### src/rtl/sef_pkg.sv
package sef_pkg;

  typedef enum logic [2:0] {
    RX_IDLE,
    RX_START,
    RX_DATA,
    RX_PAR,
    RX_STOP,
    RX_TAIL,
    RX_STOP2
  } rx_state_e;

  typedef struct packed {
    logic pe_ur;
    logic frame;
    logic ovr;
  } err_evt_t;

endpackage

### src/rtl/sef_sync.sv
module sef_sync #(
  parameter int   STAGES  = 2,
  parameter logic RST_VAL = 1'b1
) (
  input  logic clk,
  input  logic rst_n,
  input  logic d,
  output logic q
);
  logic [STAGES-1:0] chain_q;

  always_ff @(posedge clk or negedge rst_n) begin
    if (!rst_n) chain_q <= {STAGES{RST_VAL}};
    else        chain_q <= {chain_q[STAGES-2:0], d};
  end

  assign q = chain_q[STAGES-1];
endmodule

### src/rtl/sef_uart_rx.sv
module sef_uart_rx
  import sef_pkg::*;
#(
  parameter int DATA_BITS = 8,
  parameter int OS_RATE   = 16,
  parameter int SAMPLE_AT = 8
) (
  input  logic                 clk,
  input  logic                 rst_n,
  input  logic                 enable,
  input  logic                 os_tick,
  input  logic                 rxd_s,
  input  logic                 par_en,
  input  logic                 par_odd,
  input  logic                 two_stop,
  output logic                 done,
  output logic [DATA_BITS-1:0] data,
  output logic                 par_bad,
  output logic                 stop_bad
);
  localparam int CW = $clog2(OS_RATE);
  localparam int BW = (DATA_BITS > 2) ? $clog2(DATA_BITS) : 1;
  localparam logic [CW-1:0] SMP  = CW'(SAMPLE_AT);
  localparam logic [CW-1:0] LAST = CW'(OS_RATE - 1);
  localparam logic [BW-1:0] BLST = BW'(DATA_BITS - 1);

  rx_state_e            st_q, st_d;
  logic [CW-1:0]        cnt_q, cnt_d;
  logic [BW-1:0]        bit_q, bit_d;
  logic [DATA_BITS-1:0] sh_q, sh_d;
  logic                 pbit_q, pbit_d;
  logic                 at_smp, at_last;

  assign at_smp  = os_tick && (cnt_q == SMP);
  assign at_last = os_tick && (cnt_q == LAST);

  always_comb begin
    st_d   = st_q;
    cnt_d  = cnt_q;
    bit_d  = bit_q;
    sh_d   = sh_q;
    pbit_d = pbit_q;
    if (!enable) begin
      st_d  = RX_IDLE;
      cnt_d = '0;
    end else if (os_tick) begin
      if (st_q != RX_IDLE) cnt_d = cnt_q + 1'b1;
      unique case (st_q)
        RX_IDLE: begin
          if (!rxd_s) begin
            st_d  = RX_START;
            cnt_d = CW'(1);
          end
        end
        RX_START: begin
          if (at_smp && rxd_s) begin
            st_d  = RX_IDLE;
            cnt_d = '0;
          end else if (at_last) begin
            st_d  = RX_DATA;
            cnt_d = '0;
            bit_d = '0;
          end
        end
        RX_DATA: begin
          if (at_smp) sh_d = {rxd_s, sh_q[DATA_BITS-1:1]};
          if (at_last) begin
            cnt_d = '0;
            if (bit_q == BLST) st_d = par_en ? RX_PAR : RX_STOP;
            else               bit_d = bit_q + 1'b1;
          end
        end
        RX_PAR: begin
          if (at_smp) pbit_d = rxd_s;
          if (at_last) begin
            cnt_d = '0;
            st_d  = RX_STOP;
          end
        end
        RX_STOP: begin
          if (at_smp) st_d = RX_TAIL;
        end
        RX_TAIL: begin
          if (at_last) begin
            cnt_d = '0;
            st_d  = two_stop ? RX_STOP2 : RX_IDLE;
          end
        end
        RX_STOP2: begin
          if (at_last) begin
            cnt_d = '0;
            st_d  = RX_IDLE;
          end
        end
        default: st_d = RX_IDLE;
      endcase
    end
  end

  always_ff @(posedge clk or negedge rst_n) begin
    if (!rst_n) begin
      st_q   <= RX_IDLE;
      cnt_q  <= '0;
      bit_q  <= '0;
      sh_q   <= '0;
      pbit_q <= 1'b0;
    end else begin
      st_q   <= st_d;
      cnt_q  <= cnt_d;
      bit_q  <= bit_d;
      sh_q   <= sh_d;
      pbit_q <= pbit_d;
    end
  end

  assign done     = enable && at_smp && (st_q == RX_STOP);
  assign data     = sh_q;
  assign par_bad  = par_en && (pbit_q != ((^sh_q) ^ par_odd));
  assign stop_bad = !rxd_s;
endmodule

### src/rtl/sef_sio_tx.sv
module sef_sio_tx #(
  parameter int DATA_BITS = 8
) (
  input  logic                 clk,
  input  logic                 rst_n,
  input  logic                 enable,
  input  logic                 clk_int,
  input  logic                 dbuf_en,
  input  logic                 halt,
  input  logic                 shift_tick,
  input  logic                 sclk_s,
  input  logic                 tx_wr,
  input  logic [DATA_BITS-1:0] tx_wdata,
  output logic                 txd,
  output logic                 sclk_out,
  output logic                 underrun
);
  localparam int BW = (DATA_BITS > 2) ? $clog2(DATA_BITS) : 1;
  localparam logic [BW-1:0] BLST = BW'(DATA_BITS - 1);

  logic [DATA_BITS-1:0] buf_q, buf_d, sh_q, sh_d;
  logic                 bfull_q, bfull_d;
  logic                 busy_q, busy_d;
  logic                 sent_q, sent_d;
  logic                 gen_q, gen_d;
  logic                 prev_q;
  logic [BW-1:0]        cnt_q, cnt_d;
  logic                 run, ext_edge, int_edge, shift_ev;

  assign run      = busy_q && !halt;
  assign ext_edge = sclk_s && !prev_q;
  assign int_edge = shift_tick && run && !gen_q;
  assign shift_ev = clk_int ? int_edge : ext_edge;

  always_comb begin
    buf_d    = buf_q;
    bfull_d  = bfull_q;
    sh_d     = sh_q;
    busy_d   = busy_q;
    sent_d   = sent_q;
    gen_d    = gen_q;
    cnt_d    = cnt_q;
    underrun = 1'b0;
    if (!enable) begin
      bfull_d = 1'b0;
      busy_d  = 1'b0;
      sent_d  = 1'b0;
      gen_d   = 1'b1;
      cnt_d   = '0;
    end else begin
      if (!clk_int || !run) gen_d = 1'b1;
      else if (shift_tick)  gen_d = ~gen_q;

      if (busy_q) begin
        if (shift_ev) begin
          sh_d = sh_q >> 1;
          if (cnt_q == BLST) begin
            cnt_d = '0;
            if (bfull_q) begin
              sh_d    = buf_q;
              bfull_d = 1'b0;
            end else begin
              busy_d   = 1'b0;
              sent_d   = 1'b1;
              underrun = clk_int && dbuf_en;
            end
          end else begin
            cnt_d = cnt_q + 1'b1;
          end
        end
      end else if (bfull_q) begin
        sh_d    = buf_q;
        bfull_d = 1'b0;
        busy_d  = 1'b1;
        sent_d  = 1'b0;
        cnt_d   = '0;
      end else if (ext_edge && !clk_int && sent_q && dbuf_en) begin
        underrun = 1'b1;
      end

      if (tx_wr) begin
        buf_d   = tx_wdata;
        bfull_d = 1'b1;
      end
    end
  end

  always_ff @(posedge clk or negedge rst_n) begin
    if (!rst_n) begin
      buf_q   <= '0;
      bfull_q <= 1'b0;
      sh_q    <= '0;
      busy_q  <= 1'b0;
      sent_q  <= 1'b0;
      gen_q   <= 1'b1;
      prev_q  <= 1'b1;
      cnt_q   <= '0;
    end else begin
      buf_q   <= buf_d;
      bfull_q <= bfull_d;
      sh_q    <= sh_d;
      busy_q  <= busy_d;
      sent_q  <= sent_d;
      gen_q   <= gen_d;
      prev_q  <= sclk_s;
      cnt_q   <= cnt_d;
    end
  end

  assign txd      = busy_q ? sh_q[0] : 1'b1;
  assign sclk_out = (enable && clk_int) ? gen_q : 1'b1;
endmodule

### src/rtl/sef_flags.sv
module sef_flags
  import sef_pkg::*;
(
  input  logic     clk,
  input  logic     rst_n,
  input  err_evt_t set,
  input  logic     rd_clr,
  input  logic     frame_hold,
  output err_evt_t flags
);
  err_evt_t q, d;

  always_comb begin
    d.pe_ur = set.pe_ur | (q.pe_ur & ~rd_clr);
    d.ovr   = set.ovr   | (q.ovr   & ~rd_clr);
    d.frame = frame_hold ? 1'b0 : (set.frame | (q.frame & ~rd_clr));
  end

  always_ff @(posedge clk or negedge rst_n) begin
    if (!rst_n) q <= '0;
    else        q <= d;
  end

  assign flags = q;
endmodule

### src/rtl/sef_err_unit.sv
module sef_err_unit
  import sef_pkg::*;
#(
  parameter int DATA_BITS   = 8,
  parameter int OS_RATE     = 16,
  parameter int SAMPLE_AT   = 8,
  parameter int SYNC_STAGES = 2
) (
  input  logic                 clk,
  input  logic                 rst_n,
  input  logic                 mode_uart,
  input  logic                 clk_int,
  input  logic                 dbuf_en,
  input  logic                 par_en,
  input  logic                 par_odd,
  input  logic                 two_stop,
  input  logic                 os_tick,
  input  logic                 rxd,
  input  logic                 rx_rd,
  output logic [DATA_BITS-1:0] rx_data,
  input  logic                 stat_rd,
  input  logic                 shift_tick,
  input  logic                 sclk_in,
  input  logic                 tx_wr,
  input  logic [DATA_BITS-1:0] tx_wdata,
  output logic                 txd,
  output logic                 sclk_out,
  output logic                 pe_ur_flag,
  output logic                 frame_flag,
  output logic                 ovr_flag
);
  logic                 rst_ns, rxd_s, sclk_s;
  logic                 rx_done, rx_par_bad, rx_stop_bad, tx_unr, halt;
  logic [DATA_BITS-1:0] rx_word;
  logic [DATA_BITS-1:0] rxd_q, rxd_d;
  logic                 full_q, full_d;
  err_evt_t             evt, flags;

  sef_sync #(.STAGES(SYNC_STAGES), .RST_VAL(1'b0)) u_rst_sync (
    .clk(clk), .rst_n(rst_n), .d(1'b1), .q(rst_ns));
  sef_sync #(.STAGES(SYNC_STAGES), .RST_VAL(1'b1)) u_rxd_sync (
    .clk(clk), .rst_n(rst_ns), .d(rxd), .q(rxd_s));
  sef_sync #(.STAGES(SYNC_STAGES), .RST_VAL(1'b1)) u_sclk_sync (
    .clk(clk), .rst_n(rst_ns), .d(sclk_in), .q(sclk_s));

  sef_uart_rx #(.DATA_BITS(DATA_BITS), .OS_RATE(OS_RATE), .SAMPLE_AT(SAMPLE_AT)) u_rx (
    .clk(clk), .rst_n(rst_ns), .enable(mode_uart), .os_tick(os_tick),
    .rxd_s(rxd_s), .par_en(par_en), .par_odd(par_odd), .two_stop(two_stop),
    .done(rx_done), .data(rx_word), .par_bad(rx_par_bad), .stop_bad(rx_stop_bad));

  assign halt = !mode_uart && clk_int && flags.pe_ur;

  sef_sio_tx #(.DATA_BITS(DATA_BITS)) u_tx (
    .clk(clk), .rst_n(rst_ns), .enable(!mode_uart), .clk_int(clk_int),
    .dbuf_en(dbuf_en), .halt(halt), .shift_tick(shift_tick), .sclk_s(sclk_s),
    .tx_wr(tx_wr), .tx_wdata(tx_wdata), .txd(txd), .sclk_out(sclk_out),
    .underrun(tx_unr));

  always_comb begin
    rxd_d   = rxd_q;
    full_d  = full_q;
    evt.ovr = 1'b0;
    if (rx_done) begin
      if (full_q && !rx_rd) begin
        evt.ovr = 1'b1;
      end else begin
        rxd_d  = rx_word;
        full_d = 1'b1;
      end
    end else if (rx_rd) begin
      full_d = 1'b0;
    end
    evt.pe_ur = mode_uart ? (rx_done && rx_par_bad) : tx_unr;
    evt.frame = rx_done && rx_stop_bad;
  end

  always_ff @(posedge clk or negedge rst_ns) begin
    if (!rst_ns) begin
      rxd_q  <= '0;
      full_q <= 1'b0;
    end else begin
      rxd_q  <= rxd_d;
      full_q <= full_d;
    end
  end

  sef_flags u_flags (
    .clk(clk), .rst_n(rst_ns), .set(evt), .rd_clr(stat_rd),
    .frame_hold(!mode_uart), .flags(flags));

  assign rx_data    = rxd_q;
  assign pe_ur_flag = flags.pe_ur;
  assign frame_flag = flags.frame;
  assign ovr_flag   = flags.ovr;
endmodule

### config.mk
export PLATFORM = sky130hd
export DESIGN_NAME = sef_err_unit
export DESIGN_NICKNAME = d
export VERILOG_FILES = /design/src/rtl/sef_pkg.sv /design/src/rtl/sef_sync.sv /design/src/rtl/sef_uart_rx.sv /design/src/rtl/sef_sio_tx.sv /design/src/rtl/sef_flags.sv /design/src/rtl/sef_err_unit.sv
export SDC_FILE = /design/constraint.sdc
export NUM_CORES = 1
export LEC_CHECK = 0
export ABC_CLOCK_PERIOD_IN_PS = 1900
export BUFFER_PORTS_ARGS = -buffer_cell sky130_fd_sc_hd__buf_2
export CAP_MARGIN = 5
export CORE_MARGIN = 4
export CORE_UTILIZATION = 52
export DETAILED_ROUTE_END_ITERATION = 6
export MAX_ROUTING_LAYER = met4
export PLACE_DENSITY_LB_ADDON = 0.08
export SYNTH_ARGS = -nofsm -noshare
export SYNTH_HDL_FRONTEND = slang
export SYNTH_SLANG_ARGS = --single-unit
### constraint.sdc
create_clock -name clk -period 1.9 [get_ports clk]
set_input_delay 0.19 -clock clk [delete_from_list [all_inputs] [get_ports clk]]
set_output_delay 0.19 -clock clk [all_outputs]
set_load 0.005 [all_outputs]
==> results of run 1 <==
-- synth_stat cells, types with 2 or more instances --
library cell | n | area share, %
sky130_fd_sc_hd__dfrtp_1 | 55 | 46
sky130_fd_sc_hd__nor3b_1 | 3 | 0.75
sky130_fd_sc_hd__mux2i_1 | 7 | 2.3
sky130_fd_sc_hd__buf_2 | 4 | 0.66
sky130_fd_sc_hd__nand2b_1 | 12 | 2.5
sky130_fd_sc_hd__mux2_4 | 8 | 4.0
sky130_fd_sc_hd__nand3_1 | 5 | 0.83
sky130_fd_sc_hd__a21boi_0 | 2 | 0.50
sky130_fd_sc_hd__a21oi_1 | 9 | 1.5
sky130_fd_sc_hd__nand4_1 | 5 | 1.0
sky130_fd_sc_hd__nand2_1 | 24 | 3.0
sky130_fd_sc_hd__a22oi_1 | 4 | 0.99
sky130_fd_sc_hd__mux2_2 | 18 | 6.7
sky130_fd_sc_hd__nor2_1 | 17 | 2.1
sky130_fd_sc_hd__nor4_1 | 2 | 0.41
sky130_fd_sc_hd__a31oi_1 | 5 | 1.0
sky130_fd_sc_hd__dfstp_2 | 6 | 5.2
sky130_fd_sc_hd__o211ai_1 | 2 | 0.50
sky130_fd_sc_hd__clkbuf_1 | 3 | 0.37
sky130_fd_sc_hd__o22ai_1 | 2 | 0.41
sky130_fd_sc_hd__o21ai_1 | 7 | 1.2
sky130_fd_sc_hd__a221oi_1 | 2 | 0.58
sky130_fd_sc_hd__nor3_1 | 2 | 0.33
sky130_fd_sc_hd__ha_1 | 6 | 2.5
sky130_fd_sc_hd__nor2b_1 | 4 | 0.83
sky130_fd_sc_hd__xnor2_1 | 9 | 2.6
sky130_fd_sc_hd__o21ai_0 | 10 | 1.7
sky130_fd_sc_hd__a31o_2 | 2 | 0.58
sky130_fd_sc_hd__inv_1 | 9 | 1.1
sky130_fd_sc_hd__mux2_1 | 2 | 0.75
-- power by group through the flow --
stage	registers, W	logic, W	clock network [W]
after floorplan	0.00150	0.000380	0
after global placement	0.00152	0.000507	0
after detailed placement	0.00152	0.000512	0
after CTS	0.00150	0.000518	0.00129
after global routing	0.00152	0.000587	0.00137
final	0.00150	0.000522	0.00125
-- sequential cells by signal (all words and copies together), names as in the netlist --
register,flops
rx_data,8
u_tx.cnt_q,3
u_rx.cnt_q,4
u_tx.buf_q,8
u_rx.bit_q,3
u_rx.pbit_q,1
full_q,1
u_tx.bfull_q,1
u_tx.sent_q,1
u_tx.prev_q,1
u_rx.data,8
u_rst_sync.chain_q,2
u_tx.busy_q,1
u_tx.gen_q,1
u_rx.st_q,3
u_flags.flags,3
u_sclk_sync.chain_q,2
u_tx.sh_q,8
u_rxd_sync.chain_q,2
-- how the worst max path moves through the flow --
stage / from / to / slack (ns) / cells past startpoint
global route: u_rx.cnt_q[0] / rx_data[4] / 0.02 / 7
finish: u_rx.cnt_q[0] / rx_data[4] / 0.11 / 7
global placement: u_rx.cnt_q[0] / rx_data[1] / 0.17 / 7
floorplan: u_rst_sync.chain_q[1] / full_q / 0.09 / 0
detailed placement: u_rx.cnt_q[0] / rx_data[4] / 0.12 / 7
CTS: u_rx.cnt_q[0] / rx_data[4] / 0.10 / 7
-- per-stage QoR --
stage,instances,util (%),worst slack (ns)
6_report,397,64.2,0.112
5_1_grt,397,64.2,0.0186
4_1_cts,397,64.1,0.102
3_5_place_dp,378,59.7,0.117
3_3_place_gp,378,59.7,0.171
2_1_floorplan,270,-,0.0863
-- layout make-up --
type / count / area, um^2 / share of cell area, %
Clock buffer: 12 / 145 / 4.05
Clock inverter: 4 / 72.6 / 2.03
Inverter: 10 / 37.5 / 1.05
Multi-Input combinational cell: 190 / 1410 / 39.3
Sequential cell: 61 / 1540 / 42.9
Tap cell: 72 / 90.1 / 2.52
Timing Repair Buffer: 48 / 293 / 8.18
-- logic make-up after synthesis --
kind of cell             Yosys count  share of synthesized area (%)
AND/OR/NAND/NOR                   85                           15.8
flip-flops                        61                           50.8
AO/OA/AOI/OAI                     53                           11.3
multiplexers                      35                           13.8
buffers and inverters             19                           2.82
XOR/XNOR                          10                           2.90
adder cells (fa/ha/maj)            6                           2.49
other                              1                          0.124
-- critical path: stages (launching register included) --
cell	delay [ns]
sky130_fd_sc_hd__dfrtp_1	0.42
sky130_fd_sc_hd__inv_1	0.07
sky130_fd_sc_hd__ha_1	0.20
sky130_fd_sc_hd__nand4b_4	0.16
sky130_fd_sc_hd__nor2_4	0.14
sky130_fd_sc_hd__and3_2	0.23
sky130_fd_sc_hd__nand2_4	0.12
sky130_fd_sc_hd__mux2_4	0.32
-- per-layer routing --
| layer | share of wire, % | vias to the layer above |
|---|---|---|
| met5 | 0 | - |
| met4 | 0.45 | 0 |
| met3 | 5.3 | 2 |
| met2 | 47 | 61 |
| met1 | 47 | 997 |
| li1 | - | 1062 |
-- repair_timing --
| item | in CTS | in global routing |
|---|---|---|
| hold buffers | 3 | 0 |
| setup endpoints to repair | 0 | 1 |
| hold endpoints to repair | 4 | 0 |
| gates resized for setup | 0 | 1 |
==> impl_metrics.toml, run 1 <==
[min_path]
min-delay-path-class = "in2reg"
worst_hold_startpoint = "tx_wdata[7]"
count_of_cells_along_the_worst_hold_path = 2
whs_endpoint = "u_tx.buf_q[7]"

[clock_network]
clock_insertion_delay_worst_skew_ns = 0.32
clock_buffers_created_by_tritoncts = 9
cts_tree = "built"
post_cts.repair.setup_buffers = 0
ctsHtreeMaxLevel = 3
clock-root-buffer = "sky130_fd_sc_hd__clkbuf_8"
cts_num_sinks = 61
clk_pin_slew_worst_paths_ns = 0.07
maximum_clock_insertion_buffer_count = 2

[setup_path]
setup.worst_path.class = "reg2reg"
rr_endpoint = "rx_data[4]"
ff2ff_path_depth = 7
reg2reg_slack_ns = 0.11
worstPathRequired_ns = 2.10
timing.critical_path.to_type = "register"
cp-start-kind = "register"
timing.rr.start = "u_rx.cnt_q[0]"
worstPathMaxFanout = 8
wp_data_arrival_ns = 1.99

[finish]
final_area_mm2 = 0.00358
mostFrequentLayoutCell = "sky130_fd_sc_hd__dfrtp_1"
n_antenna_cell = 0
post_route_cells_drive_above_1_share_pct = 31.7
fillerInstances = 468
mostFrequentLayoutCells = "54 x sky130_fd_sc_hd__dfrtp_1, 35 x sky130_fd_sc_hd__buf_2, 24 x sky130_fd_sc_hd__nand2_1"
area_growth_pct = 18.6
layout.nets = 349

[global_routing]
grt_overflow_total = 0
number_of_antenna_violations_at_the_first_check_in_global_routing = 0
vias_in_the_first_global_route = 2123
met3_grt_util_pct = 4.61
grt_start_max_net_pins = 27
groute.layer.met2.usage_pct = 27.2
fraction_of_met1_tracks_used_by_global_routing_pct = 24.1
track_usage_pct = 18.2
grt_busiest_layer = "met2"
global_route_wire_length_before_repair_um = 10000

[power_and_ir_drop]
power.net_switching_w = 0.000855
report.power.total_w = 0.00327
cellPowerDensity_mw_per_mm2 = 914
seqPwrFrac_pct = 45.8
internal_power_w = 0.00242
static-leakage-power_nw = 1.70
combinationalPowerShare_pct = 15.9
clock_network_fraction_of_design_power_pct = 38.3
peakVddDrop_v = 0.000476
power.switching_fraction_pct = 26.1

[timing]
max_freq_ghz = 0.559
timing.setup.tns_ns = 0
final_setup_violations = 0
finalClockSkew_ns = 0.00680
finalWorstPathRequiredPeriod_ns = 1.79
final-max-slew-violation-count = 0
rsz0062_at_grt = "false"
report.final.hold_viol_count = 0
hold_slack_ns = 0.0941
period_share_pct = 94.1

[placement]
gp_routability_congestion = 0.875
dpl-instance-area_mm2 = 0.00333
post-dp-hpwl_um = 4180
portBuffers = 35

[die]
die_x_um = 84.2
dieArea_mm2 = 0.00709
rows = 27
floorplan.initialDensity_pct = 54.2
design.portCount = 36
placeableCoreArea_mm2 = 0.00557
die_h_um = 84.2

[yosys]
yosys_register_bits = 61
synth-edff-count = 0
yosysUniqueCellTypes = 54
postSynthCellCount = 270
flip_flop_cell_with_the_highest_count_after_synthesis = "sky130_fd_sc_hd__dfrtp_1"
avgSynthCellArea_um2 = 11.2
synth-warning-count = 0
synth.cell_area_mm2 = 0.00302
post_synth_arst_share_pct = 100
synth_nets = 299
ys_seq_area_share_pct = 50.8

[detailed_routing]
vias_per_cell = 5.35
drt-total-wl_um = 5740
drtPass1Iterations = 4
routedWlPerCell_um = 14.5
route.vias.total = 2122
drt-initial-drc-count = 79
ant_nets = 0
detail_route.drc_violations = 0

[job]
cap_violations = 0

[outcome]
status = "completed"
(Power assumes the default switching activity.)
==> run 2: changes to the inputs <==
- CORE_UTILIZATION: 52 -> 54
- CTS_BUF_LIST: unset -> sky130_fd_sc_hd__clkbuf_8
==> run 2 against run 1 <==
  * Via count grew 1.7%
  * Combinational power is essentially flat
  * Setup slack gained 0.011 ns
  * Total power shrank 3.0%
  * Final area shrank 1.0%
  * Non-clock buffer count shrank 1
  * Critical path depth is the same
  * Flip-flop and latch count is the same
==> impl_metrics.toml, run 2 (synthesis gave the netlist of run 1 again) <==
[timing]
period_share_pct = 93.5
final_setup_violations = 0
final-max-slew-violation-count = 0
report.final.hold_viol_count = 0
hold_slack_ns = 0.0778
max_freq_ghz = 0.563
finalWorstPathRequiredPeriod_ns = 1.78
timing.setup.tns_ns = 0
rsz0062_at_grt = "false"
finalClockSkew_ns = 0.00935

[setup_path]
critical_path_start = "u_rx.cnt_q[0]"
cp-start-kind = "register"
worstPathRequired_ns = 2.12
wp_data_arrival_ns = 2.00
worstPathMaxFanout = 8
setup.worst_path.class = "reg2reg"
timing.critical_path.to_type = "register"
timing.rr.start = "u_rx.cnt_q[0]"

[die]
die_x_um = 82.8
design.portCount = 36
dieArea_mm2 = 0.00685
die_h_um = 82.8
rows = 26
floorplan.initialDensity_pct = 57.3
placeableCoreArea_mm2 = 0.00527

[power_and_ir_drop]
seqPwrFrac_pct = 47.2
report.power.total_w = 0.00317
power.switching_fraction_pct = 29.0
clock_network_fraction_of_design_power_pct = 36.3
combinationalPowerShare_pct = 16.5
internal_power_w = 0.00225
static-leakage-power_nw = 1.68
power.net_switching_w = 0.000921
cellPowerDensity_mw_per_mm2 = 895
peakVddDrop_v = 0.000501

[detailed_routing]
ant_nets = 0
route.vias.total = 2159
drt-total-wl_um = 6060
vias_per_cell = 5.48
drt-initial-drc-count = 96
routedWlPerCell_um = 15.4
drtPass1Iterations = 4
detail_route.drc_violations = 0

[finish]
instances_no_fill = 394
n_antenna_cell = 0
fillerInstances = 432
layout.nets = 348
area_growth_pct = 17.4
area_used_by_multi_input_combinational_logic_mm2 = 0.00140
mostFrequentLayoutCells = "54 x sky130_fd_sc_hd__dfrtp_1, 35 x sky130_fd_sc_hd__buf_2, 24 x sky130_fd_sc_hd__nand2_1"
post_route_cells_drive_above_1_share_pct = 31.8
mostFrequentLayoutCell = "sky130_fd_sc_hd__dfrtp_1"
ff_latch_area_mm2 = 0.00154
final_area_mm2 = 0.00354

[clock_network]
ctsHtreeMaxLevel = 3
cts_tree = "built"
post_cts.repair.setup_buffers = 0
maximum_clock_insertion_buffer_count = 2
clock-root-buffer = "sky130_fd_sc_hd__clkbuf_8"
cts_num_sinks = 61
clk_pin_slew_worst_paths_ns = 0.08
clock_insertion_delay_worst_skew_ns = 0.34
clock_buffers_created_by_tritoncts = 9

[min_path]
min-delay-path-class = "in2reg"
worst_hold_startpoint = "tx_wdata[4]"

[placement]
placedCellCount = 375
portBuffers = 35
dpl-instance-area_mm2 = 0.00332
gp_routability_congestion = 0.908
post-dp-hpwl_um = 4360

[global_routing]
grt_start_max_net_pins = 38
global_route_wire_length_before_repair_um = 10300
grt_overflow_total = 0
track_usage_pct = 20.8
number_of_antenna_violations_at_the_first_check_in_global_routing = 0
vias_in_the_first_global_route = 2179

[outcome]
status = "completed"

[job]
cap_violations = 0
## run 2: changes by cell type in the layout (fill, tap and decap cells not counted)
cell and change:
sky130_fd_sc_hd__bufinv_16 -1, sky130_fd_sc_hd__clkbuf_8 -1, sky130_fd_sc_hd__clkinv_4 +1, sky130_fd_sc_hd__buf_4 -1, sky130_fd_sc_hd__a221oi_1 +1, sky130_fd_sc_hd__a221oi_2 -1, sky130_fd_sc_hd__a21boi_0 -1, sky130_fd_sc_hd__inv_6 +2
sky130_fd_sc_hd__clkbuf_1 -2, sky130_fd_sc_hd__clkinv_2 +1, sky130_fd_sc_hd__a21boi_1 +1
## run 2: cell type report
| class | count | share of cell area [%] |
|---|---|---|
| Inverter | 10 | 1.06 |
| Timing Repair Buffer | 47 | 8.05 |
| Clock buffer | 9 | 3.49 |
| Clock inverter | 7 | 2.08 |
| Sequential cell | 61 | 43.3 |
| Multi-Input combinational cell | 190 | 39.5 |
| Tap cell | 70 | 2.47 |
## run 2: what timing repair did
item / 4_1_cts / 5_1_grt
setup endpoints to repair: 0 / 1
hold buffers: 3 / 0
resized for setup: 0 / 1
hold endpoints to repair: 4 / 0
## run 2: power by group through the flow
| stage | clock (W) | combinational (W) | sequential, W |
|---|---|---|---|
| after floorplan | 0 | 0.000380 | 0.00150 |
| after global placement | 0 | 0.000506 | 0.00152 |
| after detailed placement | 0 | 0.000519 | 0.00152 |
| after CTS | 0.00118 | 0.000526 | 0.00150 |
| after global routing | 0.00126 | 0.000590 | 0.00151 |
| final | 0.00115 | 0.000524 | 0.00150 |
## run 2: path summary, 6_finish.rpt
path | end | slack (ns) | cells after the start
setup / recovery | rx_data[6] | 0.12 | 7
hold / removal | u_tx.buf_q[4] | 0.08 | 2
setup reg to reg | rx_data[6] | 0.12 | 7
hold reg to reg | rx_data[3] | 0.24 | 0
max in group asynchronous | u_tx.prev_q | 1.03 | 1
min in group asynchronous | u_rst_sync.chain_q[1] | 0.16 | 2
## run 2: per-layer routing
layer  routed length [um]  share of wire (%)  GRT usage [%]
met5                    0                  0              -
met4                   78                1.3           5.56
met3                  301                5.0           8.21
met2                 2910                 48           30.8
met1                 2770                 46           26.7
## run 2: critical path, cell delays in order (launching register included)
cell	delay, ns
sky130_fd_sc_hd__dfrtp_1	0.42
sky130_fd_sc_hd__inv_1	0.07
sky130_fd_sc_hd__ha_1	0.20
sky130_fd_sc_hd__nand4b_4	0.16
sky130_fd_sc_hd__nor2_4	0.14
sky130_fd_sc_hd__and3_2	0.22
sky130_fd_sc_hd__nand2_4	0.12
sky130_fd_sc_hd__mux2_4	0.32
## run 2: stage by stage
step | setup slack, ns | utilization, %
after floorplan | 0.0863 | -
after global placement | 0.164 | 62.9
after detailed placement | 0.116 | 62.9
after CTS | 0.122 | 67.3
after global routing | 0.0135 | 67.3
final | 0.123 | 67.3
